--- src/rtl/pwr_load_pkg.sv ---
package pwr_load_pkg;
  typedef logic [1:0] step_t;

  localparam int PHASES = 6;
  localparam int PH_W   = 3;

  // Enable pattern per rate code over the six-phase count
  function automatic logic rate_hit(step_t code, logic [PH_W-1:0] ph);
    logic [PH_W-1:0] m3;
    m3 = ph % 3;
    case (code)
      2'b11:   rate_hit = 1'b1;
      2'b10:   rate_hit = (m3 != 2);
      2'b01:   rate_hit = (m3 == 0);
      default: rate_hit = (ph == 0);
    endcase
  endfunction
endpackage

--- src/rtl/btn_debounce.sv ---
module btn_debounce #(
  parameter int DEB_LEN = 16
) (
  input  logic clk,
  input  logic arst_n,
  input  logic raw_n,
  output logic held,
  output logic press
);
  localparam int CW = $clog2(DEB_LEN);

  logic          s1, s2, held_d;
  logic [CW-1:0] cnt;

  always_ff @(posedge clk or negedge arst_n) begin
    if (!arst_n) begin
      s1     <= 1'b0;
      s2     <= 1'b0;
      held   <= 1'b0;
      held_d <= 1'b0;
      cnt    <= '0;
    end else begin
      s1     <= ~raw_n;
      s2     <= s1;
      held_d <= held;
      if (s2 != held) begin
        if (cnt == CW'(DEB_LEN - 1)) begin
          held <= s2;
          cnt  <= '0;
        end else begin
          cnt <= cnt + 1'b1;
        end
      end else begin
        cnt <= '0;
      end
    end
  end

  assign press = held & ~held_d;

  AST_PRESS_SINGLE: assert property (@(posedge clk) disable iff (!arst_n)
    press |=> !press);

  AST_HELD_NEEDS_SYNC: assert property (@(posedge clk) disable iff (!arst_n)
    (held != $past(held)) |-> (held == $past(s2)));
endmodule

--- src/rtl/rate_gen.sv ---
module rate_gen
  import pwr_load_pkg::*;
(
  input  logic  clk,
  input  logic  arst_n,
  input  logic  clr,
  input  step_t code,
  output logic  tick
);
  logic [PH_W-1:0] ph;

  always_ff @(posedge clk or negedge arst_n) begin
    if (!arst_n)                       ph <= '0;
    else if (clr)                      ph <= '0;
    else if (ph == PH_W'(PHASES - 1))  ph <= '0;
    else                               ph <= ph + 1'b1;
  end

  assign tick = ~clr & rate_hit(code, ph);
endmodule

--- src/rtl/load_stamp.sv ---
module load_stamp #(
  parameter int ROM_AW = 5,
  parameter int DATA_W = 8,
  parameter int SR_LEN = 16,
  parameter int SEED   = 0
) (
  input  logic clk,
  input  logic arst_n,
  input  logic en,
  output logic obs
);
  localparam logic [DATA_W-1:0] COEF = DATA_W'(8'h5B + SEED * 8'h22) | DATA_W'(1);

  // Pseudo-random ROM contents, computed from the address
  function automatic logic [DATA_W-1:0] rom_val(logic [ROM_AW-1:0] a);
    logic [DATA_W-1:0] v;
    v = DATA_W'(a) * DATA_W'(8'h9D) + DATA_W'(SEED * 8'h3B + 8'h17);
    rom_val = v ^ (v >> 3) ^ DATA_W'(a << 1);
  endfunction

  logic [ROM_AW-1:0]   addr;
  logic [DATA_W-1:0]   rom_q;
  logic [2*DATA_W-1:0] prod;
  logic [SR_LEN-1:0]   sr;
  logic                tog;

  always_ff @(posedge clk or negedge arst_n) begin
    if (!arst_n) begin
      addr  <= '0;
      rom_q <= '0;
      prod  <= '0;
      sr    <= '0;
      tog   <= 1'b0;
      obs   <= 1'b0;
    end else if (en) begin
      addr  <= addr + 1'b1;
      rom_q <= rom_val(addr);
      prod  <= rom_q * COEF;
      tog   <= ~tog;
      sr    <= {sr[SR_LEN-2:0], tog};
      obs   <= (^prod) ^ (^sr);
    end
  end

  AST_IDLE_STATIC: assert property (@(posedge clk) disable iff (!arst_n)
    !en |=> $stable(obs));
endmodule

--- src/rtl/pwr_load_ctrl.sv ---
module pwr_load_ctrl
  import pwr_load_pkg::*;
#(
  parameter int N_STAMPS       = 4,
  parameter int PINS_PER_STAMP = 16,
  parameter int ROM_AW         = 5,
  parameter int DATA_W         = 8,
  parameter int SR_LEN         = 16,
  parameter int DEB_LEN        = 16
) (
  input  logic                               clk,
  input  logic                               arst_n,
  input  logic                               btn_rst_n,
  input  logic                               btn_freq_n,
  input  logic                               btn_res_n,
  input  logic                               btn_oe_n,
  output logic [3:0]                         led,
  output logic [N_STAMPS*PINS_PER_STAMP-1:0] pins,
  output logic [N_STAMPS-1:0]                stamp_obs
);
  localparam int NB     = 4;
  localparam int B_RST  = 0;
  localparam int B_FREQ = 1;
  localparam int B_RES  = 2;
  localparam int B_OE   = 3;

  logic [NB-1:0] btn_n, held, press;
  step_t         freq_q, res_q;
  logic          tick;

  assign btn_n = {btn_oe_n, btn_res_n, btn_freq_n, btn_rst_n};

  for (genvar b = 0; b < NB; b++) begin : g_btn
    btn_debounce #(.DEB_LEN(DEB_LEN)) u_db (
      .clk   (clk),
      .arst_n(arst_n),
      .raw_n (btn_n[b]),
      .held  (held[b]),
      .press (press[b])
    );
  end

  always_ff @(posedge clk or negedge arst_n) begin
    if (!arst_n) begin
      freq_q <= '0;
      res_q  <= '0;
    end else if (held[B_RST]) begin
      freq_q <= '0;
      res_q  <= '0;
    end else begin
      if (press[B_FREQ]) freq_q <= freq_q + 1'b1;
      if (press[B_RES])  res_q  <= res_q + 1'b1;
    end
  end

  assign led = {res_q, freq_q};

  rate_gen u_rate (
    .clk   (clk),
    .arst_n(arst_n),
    .clr   (held[B_RST]),
    .code  (freq_q),
    .tick  (tick)
  );

  for (genvar k = 0; k < N_STAMPS; k++) begin : g_stamp
    logic                      act;
    logic [PINS_PER_STAMP-1:0] grp;

    assign act = (res_q >= 2'(k));

    load_stamp #(
      .ROM_AW(ROM_AW),
      .DATA_W(DATA_W),
      .SR_LEN(SR_LEN),
      .SEED  (k)
    ) u_stamp (
      .clk   (clk),
      .arst_n(arst_n),
      .en    (tick & act),
      .obs   (stamp_obs[k])
    );

    always_ff @(posedge clk or negedge arst_n) begin
      if (!arst_n)                                  grp <= '0;
      else if (!held[B_OE] || !act || held[B_RST])  grp <= '0;
      else if (tick)                                grp <= ~grp;
    end

    assign pins[k*PINS_PER_STAMP +: PINS_PER_STAMP] = grp;

    AST_GROUP_IDLE_LOW: assert property (@(posedge clk) disable iff (!arst_n)
      !act |=> (grp == '0 || !$stable(res_q)));
  end

  AST_RST_CLEARS: assert property (@(posedge clk) disable iff (!arst_n)
    held[B_RST] |=> (freq_q == 2'b00 && res_q == 2'b00 && pins == '0));

  AST_FREQ_STEP: assert property (@(posedge clk) disable iff (!arst_n)
    (!held[B_RST] && press[B_FREQ]) |=> (freq_q == $past(freq_q) + 2'b01));

  AST_RES_STEP: assert property (@(posedge clk) disable iff (!arst_n)
    (!held[B_RST] && press[B_RES]) |=> (res_q == $past(res_q) + 2'b01));

  AST_OE_OFF_LOW: assert property (@(posedge clk) disable iff (!arst_n)
    !held[B_OE] |=> (pins == '0));

  AST_SLOW_RATE: assert property (@(posedge clk) disable iff (!arst_n)
    (tick && freq_q == 2'b00) |=> !tick);
endmodule

--- config.mk ---
export PLATFORM = sky130hd
export DESIGN_NAME = pwr_load_ctrl
export DESIGN_NICKNAME = d
export VERILOG_FILES = /design/src/rtl/pwr_load_pkg.sv /design/src/rtl/btn_debounce.sv /design/src/rtl/rate_gen.sv /design/src/rtl/load_stamp.sv /design/src/rtl/pwr_load_ctrl.sv
export SDC_FILE = /design/constraint.sdc
export NUM_CORES = 1
export LEC_CHECK = 0
export ABC_AREA = 0
export BUFFER_PORTS_ARGS = -buffer_cell sky130_fd_sc_hd__buf_2
export CAP_MARGIN = 0
export CORE_MARGIN = 2
export CORE_UTILIZATION = 35
export DETAILED_ROUTE_END_ITERATION = 10
export SLEW_MARGIN = 20
export SYNTH_ARGS = -nofsm -noshare
export SYNTH_HDL_FRONTEND = slang
export SYNTH_SLANG_ARGS = --single-unit
--- constraint.sdc ---
create_clock -name clk -period 3.8 [get_ports clk]
set_input_delay 0.19 -clock clk [delete_from_list [all_inputs] [get_ports clk]]
set_output_delay 0.19 -clock clk [all_outputs]
set_load 0.02 [all_outputs]
==> results of run 1 <==
[what timing repair did]
| action | 4_1_cts | 5_1_grt |
|---|---|---|
| buffers inserted | 4 | 12 |
| pin swaps | 20 | 45 |
| endpoints found under the setup margin | 13 | 18 |
| resized for setup | 26 | 50 |
| hold buffers | 5 | 0 |
| endpoints found under the hold margin | 129 | 0 |
[synth_stat cells (2+ instances only)]
cell	n	area, µm²
o21bai_1	5	37.54
fa_1	82	1642
nand3_1	16	80.08
mux2i_1	2	20.02
nand4b_1	5	43.79
o31ai_1	6	45.04
o21ai_1	10	50.05
mux2_2	56	630.6
ha_1	211	2640
o31a_1	2	17.52
nor3b_1	4	30.03
o2111ai_1	2	17.52
and3_1	4	25.02
buf_1	2	7.510
xor2_1	55	481.7
nand2_1	203	762.0
nand2b_1	9	56.30
a211oi_1	2	15.01
inv_1	210	788.3
a21o_1	20	150.1
or3b_2	2	17.52
and2_1	2	12.51
buf_4	9	67.56
buf_2	17	85.08
nand4_1	3	18.77
dfrtp_1	287	7182
or2_2	2	12.51
nor2_1	104	390.4
nor2b_1	12	75.07
a21oi_1	54	270.3
a311oi_1	2	17.52
a21boi_2	2	22.52
a2111oi_0	2	17.52
a31oi_1	6	37.54
xnor2_1	264	2312
nor3_1	4	20.02
clkbuf_1	27	101.4
o21a_1	7	52.55
o21ai_0	84	420.4
[state kept, by name, summed over array words and instances (netlist names)]
name,count
g_stamp.u_stamp.rom_q,32
g_stamp.u_stamp.sr,64
g_stamp.u_stamp.prod,62
res_q,2
g_btn.u_db.cnt,16
g_stamp.grp,64
freq_q,2
u_rate.ph,3
g_stamp.u_stamp.addr,20
g_btn.u_db.held,4
g_stamp.u_stamp.tog,4
g_btn.u_db.s2,4
g_btn.u_db.s1,4
g_stamp.u_stamp.obs,4
g_btn.u_db.held_d,2
[power breakdown]
| part | total, µW | leakage [µW] | switching (µW) | internal, µW |
|---|---|---|---|---|
| clock | 3120 | 0.000512 | 1300 | 1820 |
| combinational | 10400 | 0.00670 | 5180 | 5230 |
| sequential | 3540 | 0.00389 | 241 | 3300 |
[layout by cell type (no fill, tap or decap), drive strengths merged, types with 4 or more instances in the layout]
cell and count:
dfrtp 287, xnor2 264, inv 211, ha 211, nand2 203, buf 169
nor2 104, o21ai 94, fa 82, mux2 56, xor2 55, a21oi 54
clkbuf 47, a21o 20, nand3 16, nor2b 12, nand2b 9, o21a 7
a31oi 6, o31ai 6, nand4b 5, o21bai 5, dlygate4sd3 5, clkinv 5
nor3b 4, and3 4, clkinvlp 4, nor3 4
[worst register-to-register path, delay by kind of cell, from the launching register on]
kind                       cells  cell delay [ns]
muxes                          1             0.22
adders and majority gates      5             2.17
and+or+nand+nor                1             0.07
DFF                            1             0.44
AOI/OAI and AO/OA              4             0.69
buffers and inverters          2             0.10
[area by class of cell]
cell class              count  area share, %
multi-input cells        1259          49.60
flip-flops and latches    287          32.45
repair buffers            174          5.735
clock buffers              47          4.471
well taps                 688          3.883
inverters                 210          3.556
clock inverters            10         0.3048
[final timing paths]
kind / to / depth (start not counted)
max: g_stamp[1].u_stamp.prod[13] / 13
min: g_stamp[2].u_stamp.sr[11] / 2
max reg2reg: g_stamp[1].u_stamp.prod[13] / 13
min reg2reg: g_btn[2].u_db.s2 / 0
max in group asynchronous: g_stamp[0].grp[9] / 4
min in group clk: g_btn[2].u_db.s2 / 0
[through the flow]
stage / total power (µW) / TNS [ns] / hold slack [ns]
after floorplan: 10890 / -0.01734 / -0.1056
after global placement: 12890 / -0.1863 / 0.3388
after detailed placement: 13070 / -0.7819 / 0.3385
after CTS: 16590 / 0 / 0.3276
after global routing: 18770 / -0.6247 / 0.2018
final: 17060 / -0.01049 / 0.1789
[routing by layer]
metal | wire, µm | share of wire [%]
met1 | 16260 | 46
met2 | 16900 | 48
met3 | 1238 | 3.5
met4 | 855 | 2.4
met5 | 0 | 0
[cell families (layout without fill, tap and decap cells)]
kind of cell | Yosys count | after routing | synth area share, %
AOI/OAI and AO/OA | 214 | 214 | 6.708
DFF | 287 | 287 | 38.20
adders and majority gates | 293 | 293 | 22.77
buffers and inverters | 265 | 441 | 5.584
muxes | 58 | 58 | 3.461
and+or+nand+nor | 375 | 375 | 8.412
xor gates and xnor gates | 319 | 319 | 14.86
==> flow_summary.json, run 1 <==
{
  "area_growth_pct": 17.90,
  "clock_path_buffers": 3,
  "number_of_fill_cells": 5001,
  "run_status": "complete, but fails checks",
  "synthesized_netlist_net_count": 2110,
  "clock-skew-final_ns": 0.01621,
  "die_area_mm2": 0.05559,
  "final_hold_viol_count": 0,
  "min_period_ns": 3.810,
  "synthesis.area_mm2": 0.01880,
  "powerDensity_mw_per_mm2": 769.9,
  "crit_fanout": 4,
  "critPathLaunch": "g_stamp[1].u_stamp.rom_q[1]",
  "critical_path.startpoint_type": "flip-flop",
  "worst_rel_slew_slack_pct": 32.47,
  "place_congestion": 0.8072,
  "worst_setup_hold_path_clk_slew_ns": 0.06,
  "boundaryPins": 78,
  "combined_flip_flop_and_latch_cell_area_mm2": 0.007192,
  "drt_iter0_drc": 479,
  "crit_path_top_delay_cell": "fa_1",
  "pin_count_of_the_biggest_net_entering_global_routing": 130,
  "globalRouteMet2Util_pct": 22.60,
  "r2r_start": "g_stamp[1].u_stamp.rom_q[1]",
  "place_area_mm2": 0.02057,
  "worst_slew_pin_slew_ns": 1.004,
  "setup_repair_after_global_routing_missed_its_margin": "yes",
  "ant_nets": 0,
  "grt_pass1_wl_mm": 61.90,
  "post_drt_wl_per_cell_um": 13.17,
  "dieWidth_um": 235.8,
  "root_cell_of_the_clock_tree": "clkbuf_16",
  "violations": "negative setup slack",
  "post-route-period-util_pct": 100.3,
  "first_global_vias": 13049,
  "timing.critical_path.cells": "fa_1, inv_1, fa_1, fa_1, fa_1, inv_2, ha_4, a21o_1, a21oi_1, nor2b_1, o31ai_1, mux2i_1, a21oi_1",
  "portBuffers": 77,
  "path_buf_inv": 2,
  "synth.yosys.warnings": 0,
  "n_antenna_cell": 0,
  "grt_util_met3_pct": 2.615,
  "fp-row-count": 84,
  "place.detailed.instances": 2597,
  "finalWirelength_mm": 35.24,
  "first_pass_iters": 4,
  "synth_enable_flop_cells": 0,
  "number_of_antenna_violations_at_the_first_check_in_global_routing": 0,
  "worstPathRequired_ns": 4.20,
  "synthFlopType": "dfrtp_1",
  "number_of_clock_buffers_inserted_by_tritoncts": 35,
  "post_synth_num_cell_types": 54,
  "yosys_register_bits": 287,
  "post-route-drc-count": 0,
  "core-area_mm2": 0.05287,
  "clock_latency_ns": 0.53,
  "area_occupied_by_multi_input_gates_mm2": 0.01100,
  "worstSetupEndpointType": "flip-flop",
  "async_flop_share_pct": 100.0,
  "dpl_worst_slack_ns": -0.2008,
  "worst-setup-path-type": "reg -> reg",
  "fin_cells": 2675,
  "track_usage_pct": 13.17,
  "nets": 2266,
  "drv_slew": 0,
  "postLayoutCoreUtil_pct": 41.93,
  "global_route.overflow_total": 0,
  "postSynthAreaPerCell_um2": 10.38,
  "place.detailed.hpwl_mm": 25.49,
  "timing.max_cap.violations": 0,
  "cts_htree_levels": 2,
  "grt_most_used_layer": "met2",
  "cellLeakagePower_uw": 0.01110,
  "min-delay-path-class": "in -> async",
  "synth_sequential_area_ratio_pct": 38.20,
  "tritoncts": "done",
  "vias_per_cell": 4.529,
  "netlist_instances": 1811,
  "worst_ep_arrival_time_ns": 4.21,
  "die_height_um": 235.8,
  "via_count": 12116,
  "fraction_of_layout_instances_using_a_drive_strength_above_1_pct": 17.92,
  "cp_slowest_stage_delay_ns": 0.54,
  "max-vdd-ir-drop_uv": 1127,
  "timing.final.setup_violations": 1,
  "final_critical_path_setup_slack_ns": -0.01049,
  "max_freq_ghz": 0.2624,
  "r2r_slack_ns": -0.01,
  "family_of_cells_with_the_greatest_summed_delay_on_the_critical_path": "adder cells",
  "initial_utilization_pct": 35.56,
  "global_route.usage.met1_pct": 16.80,
  "path_common_cell": "fa_1",
  "cts_sinks": 287,
  "post_route_cell_area_mm2": 0.02217
}
No activity file was read; power rests on OpenSTA's default activity.
==> run 2: changes to the inputs <==
- BUFFER_PORTS_ARGS: -buffer_cell sky130_fd_sc_hd__buf_2 -> -buffer_cell sky130_fd_sc_hd__buf_4
==> run 2 against run 1 <==
Net effect:
- the flow now finishes without violations
- die area unchanged
- design area grew 0.92%
- non-clock buffer count unchanged
- final cell count hardly changed
- largest power group unchanged
- global-route usage grew 0.091 points
- power up 3.7%
- critical path depth did not move
- clock-buffer cell count increased by 5
- via count is 0.32% higher
- fmax increased by 0.48%
- sequential share of layout area shrank 0.30 points
==> flow_summary.json, run 2 (same netlist as run 1, synthesis figures left out) <==
{
  "timing.max_cap.violations": 0,
  "switching_power_uw": 6792,
  "min-delay-path-class": "in -> async",
  "n_antenna_cell": 0,
  "number_of_clock_buffers_inserted_by_tritoncts": 35,
  "boundaryPins": 78,
  "internal-power_uw": 10910,
  "clock_latency_ns": 0.53,
  "place.detailed.hpwl_mm": 25.12,
  "setup_repair_after_global_routing_missed_its_margin": "yes",
  "clock-skew-final_ns": 0.01600,
  "vias_per_cell": 4.542,
  "clock_path_buffers": 3,
  "post-route-period-util_pct": 99.79,
  "dpl_worst_slack_ns": -0.1936,
  "worst_ep_arrival_time_ns": 4.20,
  "portBuffers": 77,
  "max_freq_ghz": 0.2637,
  "final_hold_viol_count": 0,
  "global_route.overflow_total": 0,
  "cellLeakagePower_uw": 0.01113,
  "core-area_mm2": 0.05287,
  "worst_r2r_path_depth": 13,
  "sw_share_pct": 38.38,
  "seq_power_share_pct": 20.0,
  "number_of_antenna_violations_at_the_first_check_in_global_routing": 0,
  "dieWidth_um": 235.8,
  "ant_nets": 0,
  "track_usage_pct": 13.26,
  "place_congestion": 0.7788,
  "fp-row-count": 84,
  "critical_path.startpoint_type": "flip-flop",
  "setup_tns_ns": 0,
  "final_critical_path_setup_slack_ns": 0.007878,
  "initial_utilization_pct": 35.56,
  "cts_sinks": 287,
  "post_drt_wl_per_cell_um": 13.24,
  "nets": 2266,
  "post-route-drc-count": 0,
  "finalWirelength_mm": 35.43,
  "drt_iter0_drc": 386,
  "fraction_of_layout_instances_using_a_drive_strength_above_1_pct": 17.56,
  "min_period_ns": 3.792,
  "total_power_uw": 17700,
  "postLayoutCoreUtil_pct": 42.32,
  "most_common_library_cell_in_the_layout_ignoring_fill_and_taps": "dfrtp_1",
  "fin_worst_hold_slack_ns": 0.2978,
  "worst_rel_slew_slack_pct": 42.99,
  "comb_power_share_pct": 61.3,
  "worstPathRequired_ns": 4.20,
  "rr_endpoint": "g_stamp[1].u_stamp.prod[13]",
  "r2r_start": "g_stamp[1].u_stamp.rom_q[3]",
  "number_of_fill_cells": 4965,
  "drv_slew": 0,
  "grt_pass1_wl_mm": 61.97,
  "biggestRegsByFlops": "g_stamp.grp (64), g_stamp.u_stamp.sr (64), g_stamp.u_stamp.prod (62)",
  "max-vdd-ir-drop_uv": 1172,
  "timing.final.setup_violations": 0,
  "via_count": 12155,
  "layout.cells.most_common_list": "279 x dfrtp_1, 264 x xnor2_1, 201 x nand2_1",
  "first_pass_iters": 4,
  "p_clk_share_pct": 18.7,
  "die_height_um": 235.8,
  "pin_count_of_the_biggest_net_entering_global_routing": 105,
  "first_global_vias": 13083,
  "worst-setup-path-type": "reg -> reg",
  "area_growth_pct": 18.99,
  "crit_fanout": 3,
  "run_status": "complete, no violations",
  "r2r_slack_ns": 0.008,
  "die_area_mm2": 0.05559,
  "combined_flip_flop_and_latch_cell_area_mm2": 0.007192,
  "powerDensity_mw_per_mm2": 791.1,
  "worst_slew_pin_slew_ns": 0.8552,
  "cts_htree_levels": 2,
  "area_occupied_by_multi_input_gates_mm2": 0.01098,
  "worst_setup_hold_path_clk_slew_ns": 0.05,
  "root_cell_of_the_clock_tree": "clkbuf_16",
  "worstSetupEndpointType": "flip-flop",
  "tritoncts": "done"
}
==> run 2: layout make-up <==
type | instances | share of cell area (%)
multi-input cells | 1259 | 49.08
flip-flops and latches | 287 | 32.15
repair buffers | 174 | 6.348
clock buffers | 52 | 4.659
well taps | 688 | 3.848
inverters | 210 | 3.524
clock inverters | 6 | 0.3915
==> run 2: worst max-delay path, cell delays in order, from the launching register on <==
cell and delay (ns):
dfrtp_1 0.42, fa_1 0.54, inv_1 0.05, fa_1 0.47, fa_1 0.49, fa_1 0.53
inv_2 0.05, ha_4 0.16, a21o_1 0.18, a21oi_1 0.12, nor2b_1 0.08, o31ai_2 0.29
mux2i_1 0.22, a21oi_1 0.08
==> run 2: routing by layer <==
layer  wire [µm]  share of wire, %  vias up  track usage [%]
met3        1149               3.2       51            2.333
met5           0                 0        -                0
met4         819               2.3        0            4.246
li1            -                 -     6107                -
met2       17450                49      114            23.49
met1       16020                45     5883            16.33
==> run 2: worst max-delay path by stage <==
stage,from,cells after the start,end
after floorplan,g_stamp[2].u_stamp.rom_q[5],14,g_stamp[2].u_stamp.prod[12]
after global placement,g_stamp[2].u_stamp.rom_q[5],14,g_stamp[2].u_stamp.prod[12]
after detailed placement,g_stamp[2].u_stamp.rom_q[1],14,g_stamp[2].u_stamp.prod[15]
after CTS,g_stamp[1].u_stamp.rom_q[3],13,g_stamp[1].u_stamp.prod[13]
after global routing,g_stamp[1].u_stamp.rom_q[3],12,g_stamp[1].u_stamp.prod[14]
final,g_stamp[1].u_stamp.rom_q[3],13,g_stamp[1].u_stamp.prod[13]
==> run 2: power by group through the flow <==
stage	clock, µW	sequential [µW]	combinational (µW)
2_1_floorplan	0	3540	7350
3_3_place_gp	0	3560	9590
3_5_place_dp	0	3580	9700
4_1_cts	3450	3520	10100
5_1_grt	3570	3570	12200
6_report	3310	3530	10900
==> run 2: per-stage QoR <==
step,instance area [µm²],instances
floorplan,18850,1811
global placement,20750,2600
detailed placement,20750,2600
CTS,22040,2667
global route,22370,2676
finish,22370,2676
==> run 2: what timing repair did <==
item                                   4_1_cts  5_1_grt
buffers inserted                             4       10
endpoints found under the hold margin      105        0
hold buffers                                 5        0
setup endpoints to repair                   13       18
pin swaps                                   19       41
resized for setup                           16       60
